===== src/rtl/wake_pkg.sv =====
package wake_pkg;

   function automatic int ceil_div(input int num, input int den);
      return (num + den - 1) / den;
   endfunction

   typedef enum logic [1:0] {
      WK_COLD = 2'd0,
      WK_INIT = 2'd1,
      WK_LOCK = 2'd2,
      WK_RUN  = 2'd3
   } wake_phase_e;

endpackage


===== src/rtl/wake_clk_watch.sv =====
module wake_clk_watch #(
   parameter int STOP_LIMIT = 15
) (
   input  logic clk,
   input  logic rst_n,
   input  logic edge_i,
   output logic stopped_o
);
   localparam int SAT = STOP_LIMIT + 1;
   localparam int GW  = $clog2(SAT + 1);
   localparam logic [GW-1:0] SAT_V = GW'(SAT);

   if (STOP_LIMIT < 1) begin : g_bad_limit
      $error("wake_clk_watch: STOP_LIMIT must be at least 1");
   end

   logic [GW-1:0] gap_q;

   always_ff @(posedge clk or negedge rst_n) begin
      if (!rst_n) begin
         gap_q <= SAT_V;
      end else if (edge_i) begin
         gap_q <= '0;
      end else if (gap_q != SAT_V) begin
         gap_q <= gap_q + 1'b1;
      end
   end

   assign stopped_o = (gap_q == SAT_V);

   p_edge_clears_stop_r3: assert property (@(posedge clk) disable iff (!rst_n)
      edge_i |=> !stopped_o);

   p_stop_needs_quiet_r3: assert property (@(posedge clk) disable iff (!rst_n)
      $rose(stopped_o) |-> !$past(edge_i));

endmodule


===== src/rtl/wake_init_timer.sv =====
module wake_init_timer #(
   parameter int INIT_CYCLES = 10000
) (
   input  logic clk,
   input  logic rst_n,
   input  logic run_i,
   output logic done_o
);
   localparam int CW = $clog2(INIT_CYCLES + 1);
   localparam logic [CW-1:0] END_V = CW'(INIT_CYCLES);

   if (INIT_CYCLES < 1) begin : g_bad_init
      $error("wake_init_timer: INIT_CYCLES must be at least 1");
   end

   logic [CW-1:0] cnt_q;

   always_ff @(posedge clk or negedge rst_n) begin
      if (!rst_n) begin
         cnt_q <= '0;
      end else if (cnt_q != END_V) begin
         if (run_i) begin
            cnt_q <= cnt_q + 1'b1;
         end else begin
            cnt_q <= '0;
         end
      end
   end

   assign done_o = (cnt_q == END_V);

   p_init_once_r6: assert property (@(posedge clk) disable iff (!rst_n)
      done_o |=> done_o);

   p_init_held_r6: assert property (@(posedge clk) disable iff (!rst_n)
      (!run_i && !done_o) |=> (cnt_q == '0));

endmodule


===== src/rtl/wake_lock_counter.sv =====
module wake_lock_counter #(
   parameter int LOCK_EDGES      = 2048,
   parameter bit LOCK_AFTER_INIT = 1'b0
) (
   input  logic clk,
   input  logic rst_n,
   input  logic edge_i,
   input  logic dll_en_i,
   input  logic stopped_i,
   input  logic init_done_i,
   output logic done_o
);
   localparam int LW = $clog2(LOCK_EDGES + 1);
   localparam logic [LW-1:0] END_V = LW'(LOCK_EDGES);

   if (LOCK_EDGES < 1) begin : g_bad_lock
      $error("wake_lock_counter: LOCK_EDGES must be at least 1");
   end

   logic          go;
   logic          clr;
   logic [LW-1:0] cnt_q;

   if (LOCK_AFTER_INIT) begin : g_serial
      assign go = init_done_i;
   end else begin : g_overlap
      assign go = 1'b1;
   end

   assign clr = !dll_en_i || stopped_i || !go;

   always_ff @(posedge clk or negedge rst_n) begin
      if (!rst_n) begin
         cnt_q <= '0;
      end else if (clr) begin
         cnt_q <= '0;
      end else if (edge_i && cnt_q != END_V) begin
         cnt_q <= cnt_q + 1'b1;
      end
   end

   assign done_o = (cnt_q == END_V);

   p_lock_step_r5: assert property (@(posedge clk) disable iff (!rst_n)
      (!$stable(cnt_q) && cnt_q != '0) |-> (cnt_q == $past(cnt_q) + 1'b1));

   p_lock_reset_r5: assert property (@(posedge clk) disable iff (!rst_n)
      (!dll_en_i || stopped_i) |=> (cnt_q == '0));

endmodule


===== src/rtl/sram_wakeup_seq.sv =====
module sram_wakeup_seq
   import wake_pkg::*;
#(
   parameter int REF_PERIOD_PS   = 2000,
   parameter int STOP_NS         = 30,
   parameter int INIT_NS         = 20000,
   parameter int LOCK_EDGES      = 2048,
   parameter bit LOCK_AFTER_INIT = 1'b0
) (
   input  logic clk,
   input  logic rst_n,
   input  logic mclk_edge,
   input  logic dll_off_req,
   output logic dll_en_pin,
   output logic cmd_ready
);
   localparam int STOP_LIMIT  = ceil_div(STOP_NS * 1000, REF_PERIOD_PS);
   localparam int INIT_CYCLES = ceil_div(INIT_NS * 1000, REF_PERIOD_PS);

   if (REF_PERIOD_PS < 1) begin : g_bad_period
      $error("sram_wakeup_seq: REF_PERIOD_PS must be positive");
   end

   logic        dll_en_q;
   logic        stopped;
   logic        init_done;
   logic        lock_done;
   wake_phase_e phase;

   always_ff @(posedge clk or negedge rst_n) begin
      if (!rst_n) begin
         dll_en_q <= 1'b0;
      end else begin
         dll_en_q <= !dll_off_req;
      end
   end

   wake_clk_watch #(
      .STOP_LIMIT(STOP_LIMIT)
   ) u_watch (
      .clk      (clk),
      .rst_n    (rst_n),
      .edge_i   (mclk_edge),
      .stopped_o(stopped)
   );

   wake_init_timer #(
      .INIT_CYCLES(INIT_CYCLES)
   ) u_init (
      .clk   (clk),
      .rst_n (rst_n),
      .run_i (!stopped),
      .done_o(init_done)
   );

   wake_lock_counter #(
      .LOCK_EDGES     (LOCK_EDGES),
      .LOCK_AFTER_INIT(LOCK_AFTER_INIT)
   ) u_lock (
      .clk        (clk),
      .rst_n      (rst_n),
      .edge_i     (mclk_edge),
      .dll_en_i   (dll_en_q),
      .stopped_i  (stopped),
      .init_done_i(init_done),
      .done_o     (lock_done)
   );

   always_comb begin
      if (!init_done) begin
         phase = stopped ? WK_COLD : WK_INIT;
      end else if (!lock_done || !dll_en_q || stopped) begin
         phase = WK_LOCK;
      end else begin
         phase = WK_RUN;
      end
   end

   assign dll_en_pin = dll_en_q;
   assign cmd_ready  = (phase == WK_RUN);

   p_ready_needs_pin_r4: assert property (@(posedge clk) disable iff (!rst_n)
      cmd_ready |-> dll_en_pin);

   p_rise_after_waits_r5: assert property (@(posedge clk) disable iff (!rst_n)
      $rose(cmd_ready) |-> (lock_done && init_done));

   p_pin_follows_req_r2: assert property (@(posedge clk) disable iff (!rst_n)
      dll_off_req |=> !dll_en_pin);

   p_stop_keeps_pin_r9: assert property (@(posedge clk) disable iff (!rst_n)
      (stopped && !dll_off_req) |=> dll_en_pin);

endmodule


===== config.mk =====
export PLATFORM = sky130hd
export DESIGN_NAME = sram_wakeup_seq
export DESIGN_NICKNAME = d
export VERILOG_FILES = /design/src/rtl/wake_pkg.sv /design/src/rtl/wake_clk_watch.sv /design/src/rtl/wake_init_timer.sv /design/src/rtl/wake_lock_counter.sv /design/src/rtl/sram_wakeup_seq.sv
export SDC_FILE = /design/constraint.sdc
export NUM_CORES = 1
export LEC_CHECK = 0
export ABC_AREA = 1
export ABC_CLOCK_PERIOD_IN_PS = 1500
export BUFFER_PORTS_ARGS = -buffer_cell sky130_fd_sc_hd__buf_2
export CAP_MARGIN = 20
export CORE_MARGIN = 10
export CORE_UTILIZATION = 50
export DETAILED_ROUTE_END_ITERATION = 16
export PLACE_DENSITY = 0.79
export SLEW_MARGIN = 20
export SYNTH_ARGS = -nofsm -noshare
export SYNTH_HDL_FRONTEND = slang
export SYNTH_SLANG_ARGS = --single-unit

===== constraint.sdc =====
create_clock -name clk -period 1.5 [get_ports clk]
set_clock_uncertainty 0.05 [all_clocks]
set_input_delay 0.075 -clock clk [delete_from_list [all_inputs] [get_ports clk]]
set_output_delay 0.075 -clock clk [all_outputs]
set_load 0.01 [all_outputs]

==> impl_metrics.csv <==
group,metric,value,unit
run_status,outcome,"complete, but fails checks",
run_status,violations,"setup timing",
grt,grt_max_degree,33,
die,dieArea,0.00665,mm2
logic_synthesis,synth_cell_types,27,
grt,grtUsageTotal,0.142,
sta,slew-limit-headroom,0.723,
power_and_ir_drop,combPwrFrac,0.255,
worst_setup_path,required,1.37,ns
placed_design,pre_cts_slack,-0.0389,ns
worst_setup_path,crit_cells,7,
detailed_routing,met2WireLength,2.22,mm
clock_tree,cts_sinks,32,
detailed_routing,top_layer_used,"met4",
flow_run,maxCapViolations,0,
logic_synthesis,syn_inst,261,
placed_design,dp_hpwl,3.04,mm
sta,worst_pin_slew,0.415,ns
sta,setup_viol,1,
cells_and_area,drive_gt1_frac,0.236,
worst_hold_path,min_path_type,"primary input to asynchronous set/reset pin",
worst_setup_path,max_stage_delay,0.40,ns
clock_tree,cts_tree,"built",
power_and_ir_drop,clkPwrFrac,0.321,
cells_and_area,synthToLayoutAreaGrowth,26.7,%
worst_setup_path,r2r_slack,0.03,ns
sta,fin_tns_setup,-0.156,ns
cells_and_area,mostFrequentLayoutCells,"73 x nand2_1, 33 x nor2_1, 30 x dfrtp_1, 24 x inv_1, 21 x buf_4",
clock_tree,cts_inserted_buffers,5,
logic_synthesis,synth_warnings,0,
die,die_height,81.6,um
power_and_ir_drop,finalPower,2.61,mW
logic_synthesis,syn_nets,271,
detailed_routing,drtIter0Drc,198,
clock_tree,clkLatencyLatePin,0.30,ns
grt,grt_remaining_overflow,0,
grt,grt_pass1_wl,7.50,mm
placed_design,place.gp.congestion,0.932,
worst_setup_path,path_common_cell,"inv_2",
logic_synthesis,syn_area,0.00190,mm2
detailed_routing,drt-total-wl,4.48,mm
logic_synthesis,yosys.area.top_type,"dfrtp_1",
grt,antenna_found_initial,0,
cells_and_area,final_common_cell,"nand2_1",
detailed_routing,wl_met1,1.95,mm
clock_tree,cts.path.max_buffers,2,
worst_setup_path,reg2reg_depth,6,
worst_setup_path,cp.arrival,1.53,ns
detailed_routing,drc_errors,0,
sta,setup_slack,-0.156,ns
power_and_ir_drop,p_switching,0.860,mW
logic_synthesis,ys_ff_latch,32,
sta,rsz0062_at_grt,"true",
detailed_routing,vias_per_cell,5.15,
clock_tree,path_clk_slew,0.07,ns
placed_design,portBuffers,5,
detailed_routing,drtPass1Iterations,4,
worst_setup_path,critPathCaptureType,"output pin",
worst_setup_path,path_class,"flop to output pin",
logic_synthesis,yosys-top-cells-area,"dfrtp_1 41%, nand2_1 15%, nor2_1 7.7%",
detailed_routing,drtAntennaViolNets,0,
sta,slew_viol_final,0,
die,coreArea,0.00366,mm2
logic_synthesis,ys_seq_area_frac,0.423,
power_and_ir_drop,leakage,1.16,nW
die,io_pins,6,
sta,period_share,1.10,
power_and_ir_drop,seqPwrFrac,0.424,
die,rows,22,
worst_setup_path,path_delay_family,"simple AND/OR/NAND/NOR gates",
worst_setup_path,critPathBufInv,3,
detailed_routing,wl_met3,226,um
logic_synthesis,syn_area_per_cell,7.26,um2
worst_setup_path,cpMaxStageDelayCell,"dfrtp_1",
logic_synthesis,yosysTopAreaCellShare,0.409,
die,initial_utilization,0.518,
power_and_ir_drop,swShare,0.329,
cells_and_area,layout.nets,306,
worst_setup_path,start_kind,"flop",
clock_tree,cts_root_buffer,"clkbuf_8",
clock_tree,htree_levels,2,
sta,clock.fmax,604,MHz
power_and_ir_drop,ir_drop,0.948,mV
detailed_routing,num_vias,1776,
cells_and_area,insertedDiodeCount,0,
sta,hold_viol_final,0,
sta,fin_crit,1.66,ns
power_and_ir_drop,p_per_area,1090,mW/mm2
die,die_x,81.6,um
worst_setup_path,crit_chain,"inv_2 > ha_4 > nand3_2 > inv_2 > nand4_1 > nor3_2 > buf_2",
worst_setup_path,cp_max_fo,2,
power_and_ir_drop,intPower,1.75,mW
grt,first_global_vias,1711,
detailed_routing,post_drt_wl_per_cell,13.0,um
[cells by family (layout without fill, tap and decap cells)]
logic type      after synthesis  after routing  synth area share
compound gates               16             16            0.0442
fa+ha+maj                     6              6            0.0396
buf+inv                      35             71            0.0752
simple gates                163            163             0.376
flops                        32             32             0.423
xor+xnor                      9              9            0.0416
[power by group through the flow]
stage | Clock [mW] | Combinational [mW] | Sequential [mW]
floorplan | 0 | 0.328 | 1.08
global placement | 0 | 0.440 | 1.11
detailed placement | 0 | 0.457 | 1.11
CTS | 0.839 | 0.556 | 1.09
global route | 0.895 | 0.747 | 1.12
finish | 0.839 | 0.666 | 1.11
[metal layers]
metal	vias up	GRT usage
met5	-	0
met4	0	0.0527
met1	822	0.170
met3	9	0.0328
met2	40	0.244
li1	905	-
[worst register-to-register path: stages, from the launching register on]
cell	delay [ns]
dfrtp_1	0.40
inv_1	0.09
ha_1	0.16
nand3_2	0.11
inv_1	0.30
o21ai_0	0.14
a21oi_1	0.14
[state kept, by name, summed over array words and instances (netlist names)]
register,cells
u_lock.cnt_q,12
dll_en_pin,1
u_init.cnt_q,14
u_watch.gap_q,5
[cells in the mapped netlist, drive strengths merged]
master	n
nand2	76
nor2	40
inv	33
dfrtp	31
nand3	22
nand4	14
o21ai	9
a21oi	7
nor3	7
xor2	7
ha	6
buf	2
xnor2	2
dfstp	1
nand3b	1
nor3b	1
or2	1
or3	1
[path summary, 6_finish.rpt]
| check | startpoint | endpoint |
|---|---|---|
| max | u_lock.cnt_q[0] | cmd_ready |
| min | rst_n | u_lock.cnt_q[9] |
| max reg2reg | u_watch.gap_q[0] | u_watch.gap_q[1] |
| min reg2reg | u_watch.gap_q[4] | u_watch.gap_q[4] |
| max in group asynchronous | rst_n | u_watch.gap_q[4] |
| min in group clk | dll_off_req | dll_en_pin |
[stage by stage]
| stage | area, um2 | util | hold slack [ns] | cells |
|---|---|---|---|---|
| finish | 2400 | 0.656 | 0.280 | 345 |
| detailed placement | 2090 | 0.571 | 0.0703 | 327 |
| CTS | 2290 | 0.626 | 0.297 | 343 |
| floorplan | 1900 | - | -0.271 | 261 |
| global placement | 2090 | 0.571 | 0.0693 | 327 |
| global route | 2400 | 0.656 | 0.343 | 345 |
[what timing repair did]
action | in CTS | in global routing
buffers inserted | 5 | 3
setup endpoints to repair | 12 | 26
hold endpoints to repair | 33 | 0
resized for setup | 8 | 25
pin swaps | 3 | 5
hold buffers | 3 | 0
[area by class of cell]
class | count | area, um2
clock buffer | 5 | 68.8
clock inverter | 3 | 42.5
fill | 304 | 1260
inverter | 33 | 129
multi-input combinational | 194 | 1060
sequential | 32 | 803
tap | 48 | 60.1
timing repair buffer | 30 | 233
Note: power is estimated with default switching activity, not from simulation.
